## config.mk

```make
export PLATFORM = sky130hd
export DESIGN_NAME = ptr_mask_xform
export DESIGN_NICKNAME = d
export VERILOG_FILES = /design/src/rtl/ptr_mask_pkg.sv /design/src/rtl/pmx_ctrl.sv /design/src/rtl/pmx_datapath.sv /design/src/rtl/ptr_mask_xform.sv
export SDC_FILE = /design/constraint.sdc
export NUM_CORES = 1
export LEC_CHECK = 0
export BUFFER_PORTS_ARGS = -buffer_cell sky130_fd_sc_hd__buf_4
export CAP_MARGIN = 25
export CORE_MARGIN = 4
export CORE_UTILIZATION = 43
export CTS_CLUSTER_DIAMETER = 50
export DETAILED_ROUTE_END_ITERATION = 16
export PLACE_DENSITY = 0.84
export SLEW_MARGIN = 5
export SYNTH_ARGS = -nofsm -noshare
export SYNTH_HDL_FRONTEND = slang
export SYNTH_SLANG_ARGS = --single-unit
```

## constraint.sdc

```tcl
create_clock -name clk -period 3.9 [get_ports clk]
set_clock_uncertainty 0.1 [all_clocks]
set_input_delay 0.195 -clock clk [delete_from_list [all_inputs] [get_ports clk]]
set_output_delay 0.195 -clock clk [all_outputs]
set_load 0.01 [all_outputs]
```

## src/rtl/ptr_mask_pkg.sv

```systemverilog
package ptr_mask_pkg;

  localparam logic [1:0] PRIV_USER  = 2'd0;
  localparam logic [1:0] PRIV_SUPER = 2'd1;
  localparam logic [1:0] PRIV_RSVD  = 2'd2;
  localparam logic [1:0] PRIV_MACH  = 2'd3;

  localparam logic [1:0] ACC_FETCH  = 2'd0;

  localparam logic [1:0] CFG_SHORT  = 2'd2;
  localparam logic [1:0] CFG_LONG   = 2'd3;

  // strobes from control to datapath
  typedef struct packed {
    logic zeroFill;   // physical access: fill with zeros
    logic useShort;   // apply the short mask
    logic useLong;    // apply the long mask
  } maskStrobe_t;

endpackage

```

## src/rtl/pmx_ctrl.sv

```systemverilog
module pmx_ctrl
  import ptr_mask_pkg::*;
(
  input  logic [1:0]  accType,
  input  logic [1:0]  curPriv,
  input  logic        curVirt,
  input  logic        is64,
  input  logic        modPrivEn,
  input  logic [1:0]  prevPriv,
  input  logic        prevVirt,
  input  logic        execReadable,
  input  logic        guestPrivSup,
  input  logic        forcedVirt,
  input  logic        execReadAcc,
  input  logic        sExtPresent,
  input  logic [1:0]  machMaskCfg,
  input  logic [1:0]  envMaskCfg,
  input  logic [1:0]  hypMaskCfg,
  input  logic [1:0]  guestUserMaskCfg,
  input  logic [1:0]  supMaskCfg,
  input  logic        hostXlateOff,
  input  logic        guestXlateOff,
  output logic [1:0]  effPriv,
  output logic        effVirt,
  output logic        illegalSel,
  output maskStrobe_t strobes
);

  logic [1:0] cfgSel;
  logic       maskOff;
  logic       xlateOff;

  // effective context: saved privilege first, forced-virtual overrides it
  always_comb begin
    effPriv = curPriv;
    effVirt = curVirt;
    if (accType != ACC_FETCH) begin
      if (modPrivEn) begin
        effPriv = prevPriv;
        if (prevVirt && (prevPriv != PRIV_MACH)) effVirt = 1'b1;
      end
      if (forcedVirt) begin
        effVirt = 1'b1;
        effPriv = {1'b0, guestPrivSup};
      end
    end
  end

  // configuration field selection, in priority order
  always_comb begin
    cfgSel     = 2'd0;
    illegalSel = 1'b0;
    if (effPriv == PRIV_MACH)
      cfgSel = machMaskCfg;
    else if (!effVirt && ((effPriv == PRIV_SUPER) ||
                          (!sExtPresent && (effPriv == PRIV_USER))))
      cfgSel = envMaskCfg;
    else if (effVirt && (effPriv == PRIV_SUPER))
      cfgSel = hypMaskCfg;
    else if ((curPriv == PRIV_USER) && forcedVirt)
      cfgSel = guestUserMaskCfg;
    else if (effPriv == PRIV_USER)
      cfgSel = supMaskCfg;
    else
      illegalSel = 1'b1;
  end

  assign maskOff  = !is64 || execReadAcc || (modPrivEn && execReadable) || illegalSel;
  assign xlateOff = effVirt ? guestXlateOff : hostXlateOff;

  always_comb begin
    strobes.zeroFill = (effPriv == PRIV_MACH) || xlateOff;
    strobes.useShort = !maskOff && (cfgSel == CFG_SHORT);
    strobes.useLong  = !maskOff && (cfgSel == CFG_LONG);
  end

endmodule

```

## src/rtl/pmx_datapath.sv

```systemverilog
module pmx_datapath
  import ptr_mask_pkg::*;
#(
  parameter int ADDR_W     = 64,
  parameter int MASK_SHORT = 7,
  parameter int MASK_LONG  = 16
) (
  input  logic [ADDR_W-1:0] addrIn,
  input  maskStrobe_t       strobes,
  output logic [ADDR_W-1:0] xformAddr
);

  localparam int SHORT_TOP = ADDR_W - 1 - MASK_SHORT;  // highest kept bit, short mask
  localparam int LONG_TOP  = ADDR_W - 1 - MASK_LONG;   // highest kept bit, long mask

  logic shortFill;
  logic longFill;

  assign shortFill = strobes.zeroFill ? 1'b0 : addrIn[SHORT_TOP];
  assign longFill  = strobes.zeroFill ? 1'b0 : addrIn[LONG_TOP];

  for (genvar i = 0; i < ADDR_W; i++) begin : g_bit
    if (i > SHORT_TOP) begin : g_inShort
      // covered by both masks
      assign xformAddr[i] = strobes.useLong  ? longFill  :
                            strobes.useShort ? shortFill : addrIn[i];
    end else if (i > LONG_TOP) begin : g_inLong
      assign xformAddr[i] = strobes.useLong ? longFill : addrIn[i];
    end else begin : g_kept
      assign xformAddr[i] = addrIn[i];
    end
  end

endmodule

```

## src/rtl/ptr_mask_xform.sv

```systemverilog
module ptr_mask_xform
  import ptr_mask_pkg::*;
#(
  parameter int ADDR_W     = 64,
  parameter int MASK_SHORT = 7,
  parameter int MASK_LONG  = 16,
  parameter bit OUT_REG    = 1'b1,
  parameter int LEN_W      = $clog2(MASK_LONG + 1)
) (
  input  logic              clk,
  input  logic              rstN,
  input  logic [ADDR_W-1:0] addrIn,
  input  logic [1:0]        accType,
  input  logic [1:0]        curPriv,
  input  logic              curVirt,
  input  logic              is64,
  input  logic              modPrivEn,
  input  logic [1:0]        prevPriv,
  input  logic              prevVirt,
  input  logic              execReadable,
  input  logic              guestPrivSup,
  input  logic              forcedVirt,
  input  logic              execReadAcc,
  input  logic              sExtPresent,
  input  logic [1:0]        machMaskCfg,
  input  logic [1:0]        envMaskCfg,
  input  logic [1:0]        hypMaskCfg,
  input  logic [1:0]        guestUserMaskCfg,
  input  logic [1:0]        supMaskCfg,
  input  logic              hostXlateOff,
  input  logic              guestXlateOff,
  output logic [ADDR_W-1:0] xformAddr,
  output logic [1:0]        effPriv,
  output logic              effVirt,
  output logic [LEN_W-1:0]  maskLen,
  output logic              illegalSel
);

  maskStrobe_t       strobes;
  logic [1:0]        effPrivC;
  logic              effVirtC;
  logic              illegalC;
  logic [LEN_W-1:0]  maskLenC;
  logic [ADDR_W-1:0] xformC;

  pmx_ctrl u_ctrl (
    .accType(accType), .curPriv(curPriv), .curVirt(curVirt), .is64(is64),
    .modPrivEn(modPrivEn), .prevPriv(prevPriv), .prevVirt(prevVirt),
    .execReadable(execReadable), .guestPrivSup(guestPrivSup),
    .forcedVirt(forcedVirt), .execReadAcc(execReadAcc), .sExtPresent(sExtPresent),
    .machMaskCfg(machMaskCfg), .envMaskCfg(envMaskCfg), .hypMaskCfg(hypMaskCfg),
    .guestUserMaskCfg(guestUserMaskCfg), .supMaskCfg(supMaskCfg),
    .hostXlateOff(hostXlateOff), .guestXlateOff(guestXlateOff),
    .effPriv(effPrivC), .effVirt(effVirtC), .illegalSel(illegalC), .strobes(strobes)
  );

  pmx_datapath #(
    .ADDR_W(ADDR_W), .MASK_SHORT(MASK_SHORT), .MASK_LONG(MASK_LONG)
  ) u_data (
    .addrIn(addrIn), .strobes(strobes), .xformAddr(xformC)
  );

  assign maskLenC = strobes.useLong  ? LEN_W'(MASK_LONG)  :
                    strobes.useShort ? LEN_W'(MASK_SHORT) : '0;

  if (OUT_REG) begin : g_outReg
    always_ff @(posedge clk) begin
      if (!rstN) begin
        xformAddr  <= '0;
        effPriv    <= '0;
        effVirt    <= 1'b0;
        maskLen    <= '0;
        illegalSel <= 1'b0;
      end else begin
        xformAddr  <= xformC;
        effPriv    <= effPrivC;
        effVirt    <= effVirtC;
        maskLen    <= maskLenC;
        illegalSel <= illegalC;
      end
    end

    assert_stage_delay_R10: assert property (@(posedge clk) disable iff (!rstN)
      $past(rstN) |-> (xformAddr == $past(xformC) && maskLen == $past(maskLenC)));
  end else begin : g_noReg
    assign xformAddr  = xformC;
    assign effPriv    = effPrivC;
    assign effVirt    = effVirtC;
    assign maskLen    = maskLenC;
    assign illegalSel = illegalC;
  end

  assert_fetch_keeps_ctx_R1: assert property (@(posedge clk) disable iff (!rstN)
    (accType == ACC_FETCH) |-> (effPrivC == curPriv && effVirtC == curVirt));

  assert_forced_virt_R3: assert property (@(posedge clk) disable iff (!rstN)
    (accType != ACC_FETCH && forcedVirt) |-> (effVirtC && effPrivC == {1'b0, guestPrivSup}));

  assert_mask_gated_R4: assert property (@(posedge clk) disable iff (!rstN)
    (!is64 || execReadAcc || (modPrivEn && execReadable)) |-> (maskLenC == '0));

  assert_mach_long_R6: assert property (@(posedge clk) disable iff (!rstN)
    (is64 && !execReadAcc && !(modPrivEn && execReadable) &&
     effPrivC == PRIV_MACH && machMaskCfg == CFG_LONG) |-> (maskLenC == LEN_W'(MASK_LONG)));

  assert_mach_zero_top_R7: assert property (@(posedge clk) disable iff (!rstN)
    (effPrivC == PRIV_MACH && maskLenC != '0) |-> (xformC[ADDR_W-1] == 1'b0));

  assert_sign_fill_R8: assert property (@(posedge clk) disable iff (!rstN)
    (effPrivC == PRIV_USER && !effVirtC && !hostXlateOff && maskLenC == LEN_W'(MASK_LONG))
      |-> (xformC[ADDR_W-1] == addrIn[ADDR_W-1-MASK_LONG]));

  assert_illegal_nomask_R9: assert property (@(posedge clk) disable iff (!rstN)
    illegalC |-> (maskLenC == '0 && effPrivC == PRIV_RSVD && xformC == addrIn));

endmodule

```

-- After elaboration in Yosys (flattened, before gate mapping)
Cells that the tools add are included.
- output and inout bits: 73
- register bits after elaboration: 73
- word-level logic and storage cells: 78
- input bits: 93
- reduce and logical (&&, ||, !) cells: 21
- multiplexer cells: 45
- eq/ne operators: 5
- bitwise gates (word level): 1
- operators by type and width (kind ; number):
    $mux W1 ; 35
    $mux W2 ; 8
    $logic_and A1 B1 Y1 ; 8
    $eq A2 B2 Y1 const B ; 3
    $logic_or A1 B1 Y1 ; 5
    $mux W5 ; 1
    $logic_not A1 Y1 ; 4
    $logic_not A2 Y1 ; 2
    $mux W3 ; 1
    $eq A2 B1 Y1 const B ; 1
    $ne A2 B2 Y1 const B ; 1
    $reduce_bool A2 Y1 ; 1
    $reduce_or A2 Y1 ; 1
    $not A1 Y1 ; 1

-- Depth between registers and ports, before layout
- depth in word-level cells: 15
- gate-level depth with buffers: 8
- depth with buffers taken out: 7

-- Modules after synthesis
Synthesis repeated with hierarchy kept, for this count alone.
- cell total of the unflattened synthesis: 284
- area total of the unflattened synthesis: 2822.7 µm²
- modules (own cells, without submodules) (module ; seq. area each (µm²) ; times used ; area each (µm²) ; cells each):
    ptr_mask_xform ; 1401.3 ; 1 ; 1914.3 ; 151
    pmx_datapath ; 0.0 ; 1 ; 564.3 ; 84
    pmx_ctrl ; 0.0 ; 1 ; 344.1 ; 49

-- Least setup slack after synthesis
No wires, ideal clock.
- kind: input -> register
- start: input port accType[1]
- end: register xformAddr[57]
- setup slack: 1.738 ns
- setup time: 0.133 ns
- stages: 8
- data arrival time: 1.930 ns
- data required time: 3.667 ns
- buffers on the path: 1
- cells stage by stage: or2_4 -> a221oi_4 -> nor3_1 -> a221o_1 -> a211oi_2 -> nand3b_2 -> buf_6 -> o211ai_1
- cells in the longest elaborated chain, start to end: 13
- elaborated cells between the ends (all ways): 33
- classes of those cells: 4 x eq/ne; 17 x mux; 12 x reduce/logical
- ends and longest elaborated chain (item ; line ; RTL):
    start, declared ; ptr_mask_xform.sv:13 ; input logic [1:0] accType,
    $reduce_bool A2 Y1 (*) ; pmx_ctrl.sv:37 ; if (accType != ACC_FETCH) begin
    $mux W2 ; pmx_ctrl.sv:37 ;
    $logic_not A2 Y1 ; pmx_ctrl.sv:56, pmx_ctrl.sv:62 ;
    $mux W1 / $logic_and A1 B1 Y1 (equally long branches) ; pmx_ctrl.sv:62, pmx_ctrl.sv:56 ;
    $mux W1 / $logic_or A1 B1 Y1 (equally long branches) ; pmx_ctrl.sv:60, pmx_ctrl.sv:55 ;
    $mux W1 / $logic_and A1 B1 Y1 (equally long branches) ; pmx_ctrl.sv:58, pmx_ctrl.sv:55 ;
    $mux W1 ; pmx_ctrl.sv:55 ; else if (!effVirt && ((effPriv == PRIV_SUPER) ||
    $mux W1 ; pmx_ctrl.sv:53 ; if (effPriv == PRIV_MACH)
    $logic_or A1 B1 Y1 ; pmx_ctrl.sv:68 ; assign maskOff = !is64 || execReadAcc || (modPrivEn && execReadable) || illegalSel;
    $logic_not A1 Y1 ; pmx_ctrl.sv:73, pmx_ctrl.sv:74 ;
    $logic_and A1 B1 Y1 ; pmx_ctrl.sv:73 ; strobes.useShort = !maskOff && (cfgSel == CFG_SHORT);
    $mux W1 ; pmx_datapath.sv:26 ; strobes.useShort ? shortFill : addrIn[i];
    $mux W1 (*) ; pmx_datapath.sv:25 ; assign xformAddr[i] = strobes.useLong ? longFill :
    end signal, assigned ; ptr_mask_xform.sv:75 ; xformAddr <= xformC;
    end, declared ; ptr_mask_xform.sv:32 ; output logic [ADDR_W-1:0] xformAddr,
Mark *: on every way between the ends. The rest lies on a longest branch, timed or not.
A chain may end at the register's enable or synchronous reset.

-- Worst setup path in the final report
- start: input port prevPriv[1]
- end: register xformAddr[48]
- cells in the longest elaborated chain, start to end: 14
- elaborated cells between the ends (all ways): 35
- classes of those cells: 4 x eq/ne; 20 x mux; 11 x reduce/logical
- ends and longest elaborated chain (item ; line ; RTL):
    start, declared ; ptr_mask_xform.sv:18 ; input logic [1:0] prevPriv,
    $ne A2 B2 Y1 ; pmx_ctrl.sv:40 ; if (prevVirt && (prevPriv != PRIV_MACH)) effVirt = 1'b1;
    $logic_and A1 B1 Y1 ; pmx_ctrl.sv:40 ;
    $mux W1 ; pmx_ctrl.sv:40 ;
    $mux W1 ; pmx_ctrl.sv:38 ; if (modPrivEn) begin
    $mux W1 ; pmx_ctrl.sv:42 ; if (forcedVirt) begin
    $mux W1 ; pmx_ctrl.sv:37 ;
    $logic_and A1 B1 Y1 / $logic_not A1 Y1 (equally long branches) ; pmx_ctrl.sv:58, pmx_ctrl.sv:55 ;
    $mux W1 / $logic_and A1 B1 Y1 (equally long branches) ; pmx_ctrl.sv:58, pmx_ctrl.sv:55 ;
    $mux W1 ; pmx_ctrl.sv:55 ;
    $mux W1 ; pmx_ctrl.sv:53 ;
    $logic_or A1 B1 Y1 ; pmx_ctrl.sv:68 ;
    $logic_not A1 Y1 ; pmx_ctrl.sv:74 ; strobes.useLong = !maskOff && (cfgSel == CFG_LONG);
    $logic_and A1 B1 Y1 ; pmx_ctrl.sv:74 ;
    $mux W1 (*) ; pmx_datapath.sv:28 ; assign xformAddr[i] = strobes.useLong ? longFill : addrIn[i];
Marked as above.

==> summary.md <==
| Metric | Value |
|---|---|
| Final setup TNS | 0 ns |
| Initial Util | 0.449 |
| Aggregate global routing overflow | 0 |
| Met1 Use GR | 0.284 |
| Non-filler cells, final | 499 |
| Number of nets with antenna violations after routing | 0 |
| Met3 Use GR | 0.0724 |
| Final wirelength | approximately 9.1 mm |
| Core ar. | 0.00517 mm2 |
| Finished layout cell area | 0.00423 mm2 |
| Port bufs | 164 |
| Mapped Cells | 217 |
| Worst endpoint required time | roughly 4 ns |
| Top Family by Delay on Critical Path | compound AO/OA/AOI/OAI gates |
| Syn Nets | slightly above 300 |
| CTS buffer count | 9 |
| Core Rows | 26 |
| Seq/Total Area, Yosys | 0.603 |
| Post-Syn Area | 0.00232 mm2 |
| Worst slack at placement | 1.32 ns |
| Slew Limit Fails | 0 |
| Die W | between 80 and 90 um |
| Final hold vios | 0 |
| NumNets Final | 520 |
| Post-synth EDFFs | 0 |
| CTS clk-pin slew, worst paths | ~0.060 ns |
| Worst slew pin tran | 0.550 ns |
| Worst-path fanout max | 10 |
| #FFs+latches synth | 70 |
| Max Buffers Root-to-Sink | 2 |
| Post-layout min period | 2.31 ns |
| GR Util met2 | 0.508 |
| Total power | 1620 uW |
| Vias per inst | 4.77 |
| CP max-delay cell | a21boi_0 |
| Placed Area | 0.00357 mm2 |
| H-tree levels | 3 |
| Pleak | 0.00203 uW |
| Vias in the first global route | about 2,500 |
| CP Capture Type | flip-flop |
| DR WL/cell | roughly 18 um |
| Total track usage | 0.272 |
| Share of layout cells above drive strength 1 | 0.427 |
| Pwr dens | 382 mW/mm2 |
| Tcrit/Tclk final | 0.594 |
| TritonCTS clock tree | yes |
| Clock sink count | 70 |
| Max-cap violation count | 0 |
| Synth Flop Type | dfxtp_1 |
| Unrepaired setup endpoints after global routing | no |
| Distinct cells, synth | 38 |
| Worst Path Buf+Inv | 1 |
| Post-synth ARST share | 0 |
| Die area | approximately 0.0066 mm2 |
| Die H | 81.5 um |
| Initial antenna violation count | 0 |
| IR drop worst, VDD | 0.219 mV |
| Worst Hold Class | primary input to flip-flop |
| Post-route DRC | 0 |
| Critical path, cell by cell | buf_4, a21boi_0, a221o_1, a211oi_1, o32ai_1, and2_1, nor2b_2, o21ai_0 |
| Syn-to-layout area delta | 82.0% |
| CTS Root Buffer Type | clkbuf_8 |
| Status | finished, final reports clean |
| # IOs | 166 |
| DRT Pass-1 Iters | 4 |
| CP arrival | 2.40 ns |
| Worst setup margin | about 1.6 ns |
| # diodes | 0 |
| # setup viols final | 0 |
| Setup crit start kind | primary input |
| Avg Inst Size Synth | 10.7 um2 |
| DR iter-0 viols | around 150 |
| Highest clock rate | around 430 MHz |
| GR peak layer | met2 |
| Yosys warns | 0 |
| Slew Limit Headroom | 0.633 |
| CP max stage delay | 0.42 ns |
| Largest net degree at the start of global routing | 71 |
| Routed vias | 2,379 |
| Crit Path Category | primary input to flip-flop |
| DP Cell Count | 438 |
| Routability Congestion | 0.896 |
| DPL Wire Length | 5.41 mm |
| Setup Buffers After CTS | 0 |
| Global-route wire length before repair | roughly 13 mm |
-- timing repair --
| action | in CTS | in global routing |
|---|---|---|
| hold buffers | 48 | 0 |
| endpoints found under the hold margin | 48 | 0 |
| gates resized for setup | 0 | 0 |
-- Yosys cell counts, types with 2 or more instances --
cell type	number	area, um2
a221o_1	2	20.0
a211oi_1	3	22.5
a2bb2oi_1	2	17.5
and3_1	2	12.5
nor2b_1	5	31.3
o21ai_0	7	35.0
buf_4	4	30.0
o21ai_1	4	20.0
o211ai_1	7	52.6
nand3_1	4	20.0
nand2_1	21	78.8
a22oi_1	2	15.0
clkbuf_1	8	30.0
and2_1	52	325
a21oi_1	2	10.0
dfxtp_1	70	1400
-- sequential cells by signal (all words and copies together), names as in the netlist --
signal,cells
maskLen,2
illegalSel,1
effPriv,2
xformAddr,64
effVirt,1
-- routing by layer --
metal	up-vias	wire, um
met5	-	0
met2	129	4880
met3	12	759
met1	1100	3310
met4	0	143
li1	1138	-
-- metrics by stage --
| step | utilization | hold slack, ns |
|---|---|---|
| 2_1_floorplan | - | 0.222 |
| 3_3_place_gp | 0.690 | 0.302 |
| 3_5_place_dp | 0.690 | 0.305 |
| 4_1_cts | 0.817 | 0.00887 |
| 5_1_grt | 0.817 | 0.00752 |
| 6_report | 0.817 | 0.0225 |
-- placed cells by master (no fill, tap or decap), drive strengths merged, types with 2 or more instances in the layout --
cell         instances
a211oi               4
a21oi                2
a221o                2
a221oi               2
a22oi                2
a2bb2oi              2
and2                52
and3                 2
buf                164
clkbuf              11
dfxtp               70
dlygate4sd3         48
nand2               21
nand3                4
nor2b                6
o211ai               8
o21ai               11
-- worst paths after layout --
path	startpoint	to	slack, ns	cells past startpoint
worst min-delay path	addrIn[54]	xformAddr[54]	0.02	3
worst max-delay path	prevPriv[1]	xformAddr[48]	1.59	8
-- cell type report --
class,instances,area (um2)
inverter,1,3.75
clock buffer,11,141
sequential,70,1400
multi-input combinational,133,846
timing repair buffer,212,1710
tap,70,87.6
clock inverter,2,35.0
fill,281,946
-- kinds of logic (layout without fill, tap and decap cells) --
logic type	count (synthesis)	count (layout)	synth area share
simple gates	92	92	0.228
flops	70	70	0.603
compound gates	39	39	0.130
buf+inv	14	226	0.0323
other cells	1	1	0.00161
mux	1	1	0.00431
-- report_power, final --
group | internal, uW | switching, uW
Combinational | 179 | 124
Sequential | 757 | 14.8
Clock | 302 | 240
Power figures use the tool's default switching activity.
